**config.mk**
```make
export PLATFORM = sky130hd
export DESIGN_NAME = spi_regfile_slave
export DESIGN_NICKNAME = d
export VERILOG_FILES = /design/src/rtl/spi_regfile_slave.sv
export SDC_FILE = /design/constraint.sdc
export NUM_CORES = 1
export LEC_CHECK = 0
export ABC_AREA = 1
export BUFFER_PORTS_ARGS = -buffer_cell sky130_fd_sc_hd__buf_4
export CORE_ASPECT_RATIO = 0.9
export CORE_MARGIN = 5
export CORE_UTILIZATION = 60
export DETAILED_ROUTE_END_ITERATION = 6
export GPL_ROUTABILITY_DRIVEN = 0
export GPL_TIMING_DRIVEN = 0
export PLACE_DENSITY = 0.77
export SYNTH_ARGS = -nofsm -noshare
export SYNTH_HDL_FRONTEND = slang
export SYNTH_SLANG_ARGS = --single-unit
export TNS_END_PERCENT = 50
```
**constraint.sdc**
```tcl
create_clock -name clk -period 2.2 [get_ports clk]
set_input_delay 0.11 -clock clk [delete_from_list [all_inputs] [get_ports clk]]
set_output_delay 0.11 -clock clk [all_outputs]
set_load 0.005 [all_outputs]
```
**src/rtl/spi_regfile_slave.sv**
```systemverilog
module spi_regfile_slave #(
  parameter int ADDR_W   = 7,
  parameter int DATA_W   = 24,
  parameter int NUM_REGS = 16
) (
  input  logic              clk,
  input  logic              rst_n,
  input  logic              sclk,
  input  logic              mosi,
  input  logic              cs_n,
  output logic              miso,
  output logic              wr_stb,
  output logic [ADDR_W-1:0] wr_addr,
  output logic [DATA_W-1:0] wr_data
);
  localparam int HDR_LEN   = 1 + ADDR_W;
  localparam int FRAME_LEN = HDR_LEN + DATA_W;
  localparam int CNT_W     = $clog2(FRAME_LEN + 1);

  logic [2:0] sclk_q;
  logic [1:0] mosi_q;
  logic [1:0] cs_q;

  always_ff @(posedge clk or negedge rst_n)
    if (!rst_n) begin
      sclk_q <= '0;
      mosi_q <= '0;
      cs_q   <= '1;
    end else begin
      sclk_q <= {sclk_q[1:0], sclk};
      mosi_q <= {mosi_q[0], mosi};
      cs_q   <= {cs_q[0], cs_n};
    end

  wire sel       = ~cs_q[1];
  wire mosi_s    = mosi_q[1];
  wire sclk_rise = sclk_q[1] & ~sclk_q[2];
  wire sclk_fall = ~sclk_q[1] & sclk_q[2];

  logic [CNT_W-1:0]     bitcnt;
  logic [FRAME_LEN-2:0] shin;
  logic [DATA_W-1:0]    out_sh;
  logic                 hdr_w;
  logic [ADDR_W-1:0]    hdr_a;
  logic                 miso_r;
  logic [DATA_W-1:0]    regs [NUM_REGS];
  logic [DATA_W-1:0]    rd_word;

  wire              taking    = sel & sclk_rise & (bitcnt != CNT_W'(FRAME_LEN));
  wire              at_hdr    = bitcnt == CNT_W'(HDR_LEN - 1);
  wire              at_last   = bitcnt == CNT_W'(FRAME_LEN - 1);
  wire              in_data   = (bitcnt >= CNT_W'(HDR_LEN)) && (bitcnt < CNT_W'(FRAME_LEN));
  wire [ADDR_W-1:0] addr_now  = {shin[ADDR_W-2:0], mosi_s};
  wire              wflag_now = shin[ADDR_W-1];
  wire [DATA_W-1:0] data_now  = {shin[DATA_W-2:0], mosi_s};

  always_comb begin
    rd_word = '0;
    for (int i = 0; i < NUM_REGS; i++)
      if (addr_now == ADDR_W'(i)) rd_word = regs[i];
  end

  always_ff @(posedge clk or negedge rst_n)
    if (!rst_n) begin
      bitcnt  <= '0;
      shin    <= '0;
      out_sh  <= '0;
      hdr_w   <= 1'b0;
      hdr_a   <= '0;
      miso_r  <= 1'b0;
      wr_stb  <= 1'b0;
      wr_addr <= '0;
      wr_data <= '0;
    end else begin
      wr_stb <= 1'b0;
      if (!sel) begin
        bitcnt <= '0;
        miso_r <= 1'b0;
        out_sh <= '0;
      end else begin
        if (taking) begin
          shin   <= {shin[FRAME_LEN-3:0], mosi_s};
          bitcnt <= bitcnt + 1'b1;
          if (at_hdr) begin
            hdr_w  <= wflag_now;
            hdr_a  <= addr_now;
            out_sh <= rd_word;
          end
          if (at_last && hdr_w) begin
            wr_stb  <= 1'b1;
            wr_addr <= hdr_a;
            wr_data <= data_now;
          end
        end
        if (sclk_fall) begin
          if (in_data) begin
            miso_r <= out_sh[DATA_W-1];
            out_sh <= out_sh << 1;
          end else begin
            miso_r <= 1'b0;
          end
        end
      end
    end

  for (genvar g = 0; g < NUM_REGS; g++) begin : g_reg
    always_ff @(posedge clk or negedge rst_n)
      if (!rst_n)
        regs[g] <= '0;
      else if (wr_stb && wr_addr == ADDR_W'(g))
        regs[g] <= wr_data;
  end

  assign miso = miso_r;
endmodule


```
Word level (Yosys, flattened, before mapping). Cells that the tools add are included.

Logic and storage cells: 125. Output and inout port bits: 33. Register bits after elaboration: 485.

Magnitude comparators: 2. $add $sub $neg: 1. Mux-type cells: 29. Reduce and logical (&&, ||, !) cells: 25. Equality and inequality tests: 33. Bitwise logic cells: 7.

Operator list (count): $mux 24 (21); $eq 7x4->1 const B (16); $eq 7x3->1 const B (8); $eq 7x2->1 const B (4); $logic_and 1x1->1 (18); $eq 7x1->1 const B (2); $logic_not 7->1 (2); $mux 6 (2); $add 6x1->6 const B (1); $eq 6x3->1 const B (1); $eq 6x5->1 const B (1); $ge 6x4->1 const B (1); $lt 6x6->1 const B (1); $mux 1 (6); $ne 6x6->1 const B (1); $reduce_and 3->1 (2); $and 1x1->1 (4); $reduce_bool 2->1 (2); $not 1->1 (3); $reduce_and 2->1 (1).

Longest topological paths before layout.
Word-level depth: 22. Mapped depth: 17. Depth with buffers taken out: 17.

Worst setup path after synthesis. OpenSTA, ideal clock, no wires.

Kind: register to register. Start: register wr_addr[5]. End: register regs[199] (netlist bit). Path buffers: 2. Arrival time: 1.732 ns. Setup slack: 0.335 ns. Stages on the path, launching flop included: 8. Clock period less this slack: 1.865 ns. Required time: 2.067 ns. Cell sequence: dfrtp_1 > or3_1 > nor3_1 > nand2_1 > clkbuf_1 > clkbuf_1 > nand2_1 > o21ai_0.

Word-level cells in the longest chain between the ends: 2.

Ends and longest elaborated chain: start, declared (line 13) `output logic [ADDR_W-1:0] wr_addr,`; start signal, assigned (line 91) `wr_addr <= hdr_a;`; $eq 7x3->1 (line 110) `else if (wr_stb && wr_addr == ADDR_W'(g))`; $logic_and 1x1->1 (line 110); end signal, assigned by index (line 111) `regs[g] <= wr_data;`; end, declared (line 46) `logic [DATA_W-1:0] regs [NUM_REGS];`.

Every way passes these cells. A chain may end at the register's enable or synchronous reset.

Worst setup path after layout.
Start: register shin[3]. End: register out_sh[3].

Word-level cells in the longest chain between the ends: 22. Elaborated cells between the ends (all ways): 37.

Ends and longest elaborated chain: start, declared (line 41) `logic [FRAME_LEN-2:0] shin;`; start signal, assigned (line 82) `shin <= {shin[FRAME_LEN-3:0], mosi_s};`; $logic_not 7->1 (line 60) `if (addr_now == ADDR_W'(i)) rd_word = regs[i];`; $mux 24 (15 in series) (line 60); $mux 24 * (line 60); $mux 24 * (line 84) `if (at_hdr) begin`; $mux 24 * (line 81) `if (taking) begin`; $mux 24 (line 96) `if (in_data) begin`; $mux 24 * (line 95) `if (sclk_fall) begin`; $mux 24 * (line 76) `if (!sel) begin`; end signal, assigned (line 87) `out_sh <= rd_word;`; end signal, assigned (line 98) `out_sh <= out_sh << 1;`; end, declared (line 42) `logic [DATA_W-1:0] out_sh;`.

Every way passes the cells marked *; elsewhere a longest branch is shown, timed or not.

==> impl_metrics.yaml <==
die:
  initial_core_util_pct: 61.19
  dieArea_mm2: 0.03871
  die_w_um: 206.8
  coreArea_mm2: 0.03419
  io_pins: 38
  rows: 64
  die_h_um: 187.2
place:
  hpwl_mm: 45.57
  placed_area_mm2: 0.02190
  dpl.cell_count: 2995
  port-buffer-count: 37
synth:
  seq_area_frac_synth_pct: 58.02
  syn_nets: 2499
  synth_area_leader_cell: "dfrtp_1"
  yosysWarningCount: 0
  syn_inst: 2492
  yosysTopAreaCellShare_pct: 57.77
  synth.distinct_cells: 34
  synth-async-reset-ratio_pct: 100.0
  synth_most_common_cell: "nand2_1"
  syn_area_per_cell_um2: 8.396
  synthTopCellsByArea: "dfrtp_1, nand2_1, o21ai_0"
  synth_edf_count: 0
  ys.flop_type: "dfrtp_1"
  synth_commonest_cells: "nand2_1, dfrtp_1, o21ai_0"
  synth_area_mm2: 0.02092
  synth.ff_latch_count: 485
drt:
  ant_nets: 0
  drt_iter0_drc: 2870
  vias: 20225
  avgViaCountPerCell: 6.352
  wl_per_cell_um: 23.53
  route.detailed.drc: 0
  drt-pass1-iter-count: 7
  routed_wirelength_mm: 74.93
finish:
  fin_cells: 3184
  finalInstanceArea_mm2: 0.02569
  antennaDiodeCount: 0
  nets: 2691
  drive_gt1_share_pct: 18.19
  areaGrowthSynthToFinish_pct: 22.80
worst_setup_path:
  worstPathRequired_ns: 2.65
  r2r_start: "shin[3]"
  worstSetupEndpointType: "flip-flop"
  r2r_cells: 17
  startpoint_type: "flip-flop"
  rr_endpoint: "out_sh[3]"
  r2r_slack_ns: -0.58
  crit_arrival_ns: 3.24
  worst-setup-path-type: "flip-flop to flip-flop"
  worstPathMaxFanout: 10
sta:
  hold_violations: 0
  slew_headroom_pct: 26.01
  setup_violations: 84
  fmax_mhz: 359.5
  fin_ws_ns: -0.5816
  fin_crit_ns: 2.782
  drv_slew: 0
  finalCritPeriodShare_pct: 126.4
  fin_skew_ns: 0.02796
  rsz0062_at_grt: "yes"
  tightest_slew_ns: 1.110
clock_network:
  cts_tree: "yes"
  cts.clk_slew.worst_paths_ns: 0.06
  cts.sinks: 485
  cts_buffers: 48
  cts_root_buffer: "clkbuf_16"
  cts_buffer_depth: 3
  worstSkewPairLatency_ns: 0.59
  htreeDepth: 2
grt:
  grt_pass1_vias: 18752
  grt_use_total_pct: 35.72
  grt_max_degree: 123
  overflow: 0
  grt_pass1_wl_mm: 106.5
  antenna_found_initial: 4
run:
  max_cap_violations: 0
worst_hold_path:
  hold_class: "primary input to async pin"
power_and_ir_drop:
  ir_drop_v: 0.0006005
  power_density_mw_per_mm2: 777.6
  leakage_nw: 11.52
outcome:
  status: "finished with violations"
  violations: "setup timing"
## flip-flops by register name (all words and copies together), names as in the netlist
| signal | count |
|---|---|
| wr_data | 24 |
| wr_addr | 7 |
| regs | 384 |
| mosi_q | 2 |
| bitcnt | 6 |
| hdr_a | 7 |
| shin | 23 |
| wr_stb | 1 |
| hdr_w | 1 |
| miso | 1 |
| sclk_q | 3 |
| cs_q | 2 |
| out_sh | 24 |
## worst max path at each step
stage               start     endpoint  slack [ns]  depth (start not counted)
2_1_floorplan  wr_addr[5]    regs[199]        0.33                          7
3_3_place_gp        rst_n  wr_data[14]       -3.92                          1
3_5_place_dp    mosi_q[1]   out_sh[12]       -0.96                         14
4_1_cts           shin[3]    out_sh[7]       -0.31                         15
5_1_grt           shin[3]    out_sh[3]       -0.66                         17
6_report          shin[3]    out_sh[3]       -0.58                         17
## stage by stage
| stage | hold slack [ns] | utilization (%) | worst slack [ns] | setup TNS (ns) | power, mW |
|---|---|---|---|---|---|
| CTS | 0.09049 | 72.34 | -0.3137 | -4.352 | 19.15 |
| finish | 0.06282 | 75.14 | -0.5816 | -11.58 | 19.98 |
| floorplan | -0.1856 | - | 0.3346 | 0 | 9.875 |
| detailed placement | 0.07266 | 64.04 | -0.9632 | -102.26 | 10.43 |
| global route | 0.1065 | 75.14 | -0.6610 | -20.19 | 20.41 |
| global placement | 0.2199 | 63.69 | -3.917 | -1957.10 | 10.39 |
## cell families (layout without fill, tap and decap cells)
kind of cell / Yosys count / after routing / share of synthesized area [%]
buf+inv: 300 / 530 / 5.657
flops: 485 / 485 / 58.02
simple gates: 1147 / 1147 / 22.78
fa+ha+maj: 2 / 2 / 0.1196
compound gates: 558 / 558 / 13.43
## final cells by class
type                    count  area (um^2)
plain buffers             168        908.4
clock buffers              77         1461
clock inverters            11        116.4
fillers                  2304         8501
inverters                 131        511.7
multi-input cells        1707         8564
flip-flops and latches    485        12150
well taps                 462        578.1
repair buffers            143         1405
## where the power goes
| group | switching, mW | internal [mW] | leakage [nW] |
|---|---|---|---|
| Sequential | 0.0688 | 8.97 | 6.75 |
| Clock | 3.60 | 4.79 | 0.780 |
| Combinational | 1.54 | 1.01 | 3.99 |
| Total | 5.21 | 14.8 | 11.5 |
## placed cells by master, fill, tap and decap left out, types with 52 or more instances in the layout
cell type  instances
clkbuf_1         104
nand4_1           63
buf_4            103
dfrtp_1          477
nand2_1          746
nor2_1            86
a21oi_1           83
o21ai_0          446
clkbuf_16         52
inv_1            114
## metal layers
layer	vias up	share of wire, %	GRT usage (%)
li1	8515	-	-
met1	9701	36	48.79
met2	1574	44	54.12
met3	433	13	10.59
met4	2	6.8	14.39
met5	-	0.011	0
## worst max-delay path, stage by stage (launching register included)
cell and delay [ns]:
dfrtp_1 0.48, inv_2 0.10, nand2_4 0.10, nor2_8 0.07, clkbuf_16 0.17, buf_4 0.14, nand3_1 0.28, nand3_4 0.18
nor2_4 0.12, nand4_1 0.22, nor2_2 0.20, nand3_1 0.10, nand2_1 0.11, nand3_1 0.09, nand2_1 0.09, nand2_1 0.05
nand2_1 0.08, a21oi_1 0.07
## timing repair
| action | in CTS | in global routing |
|---|---|---|
| hold buffers | 4 | 0 |
| setup endpoints to repair | 379 | 423 |
| cloned | 1 | 3 |
| hold endpoints to repair | 65 | 0 |
| pin swaps | 72 | 99 |
| setup buffers | 56 | 55 |
| gates resized for setup | 214 | 199 |
(Power assumes the default switching activity.)
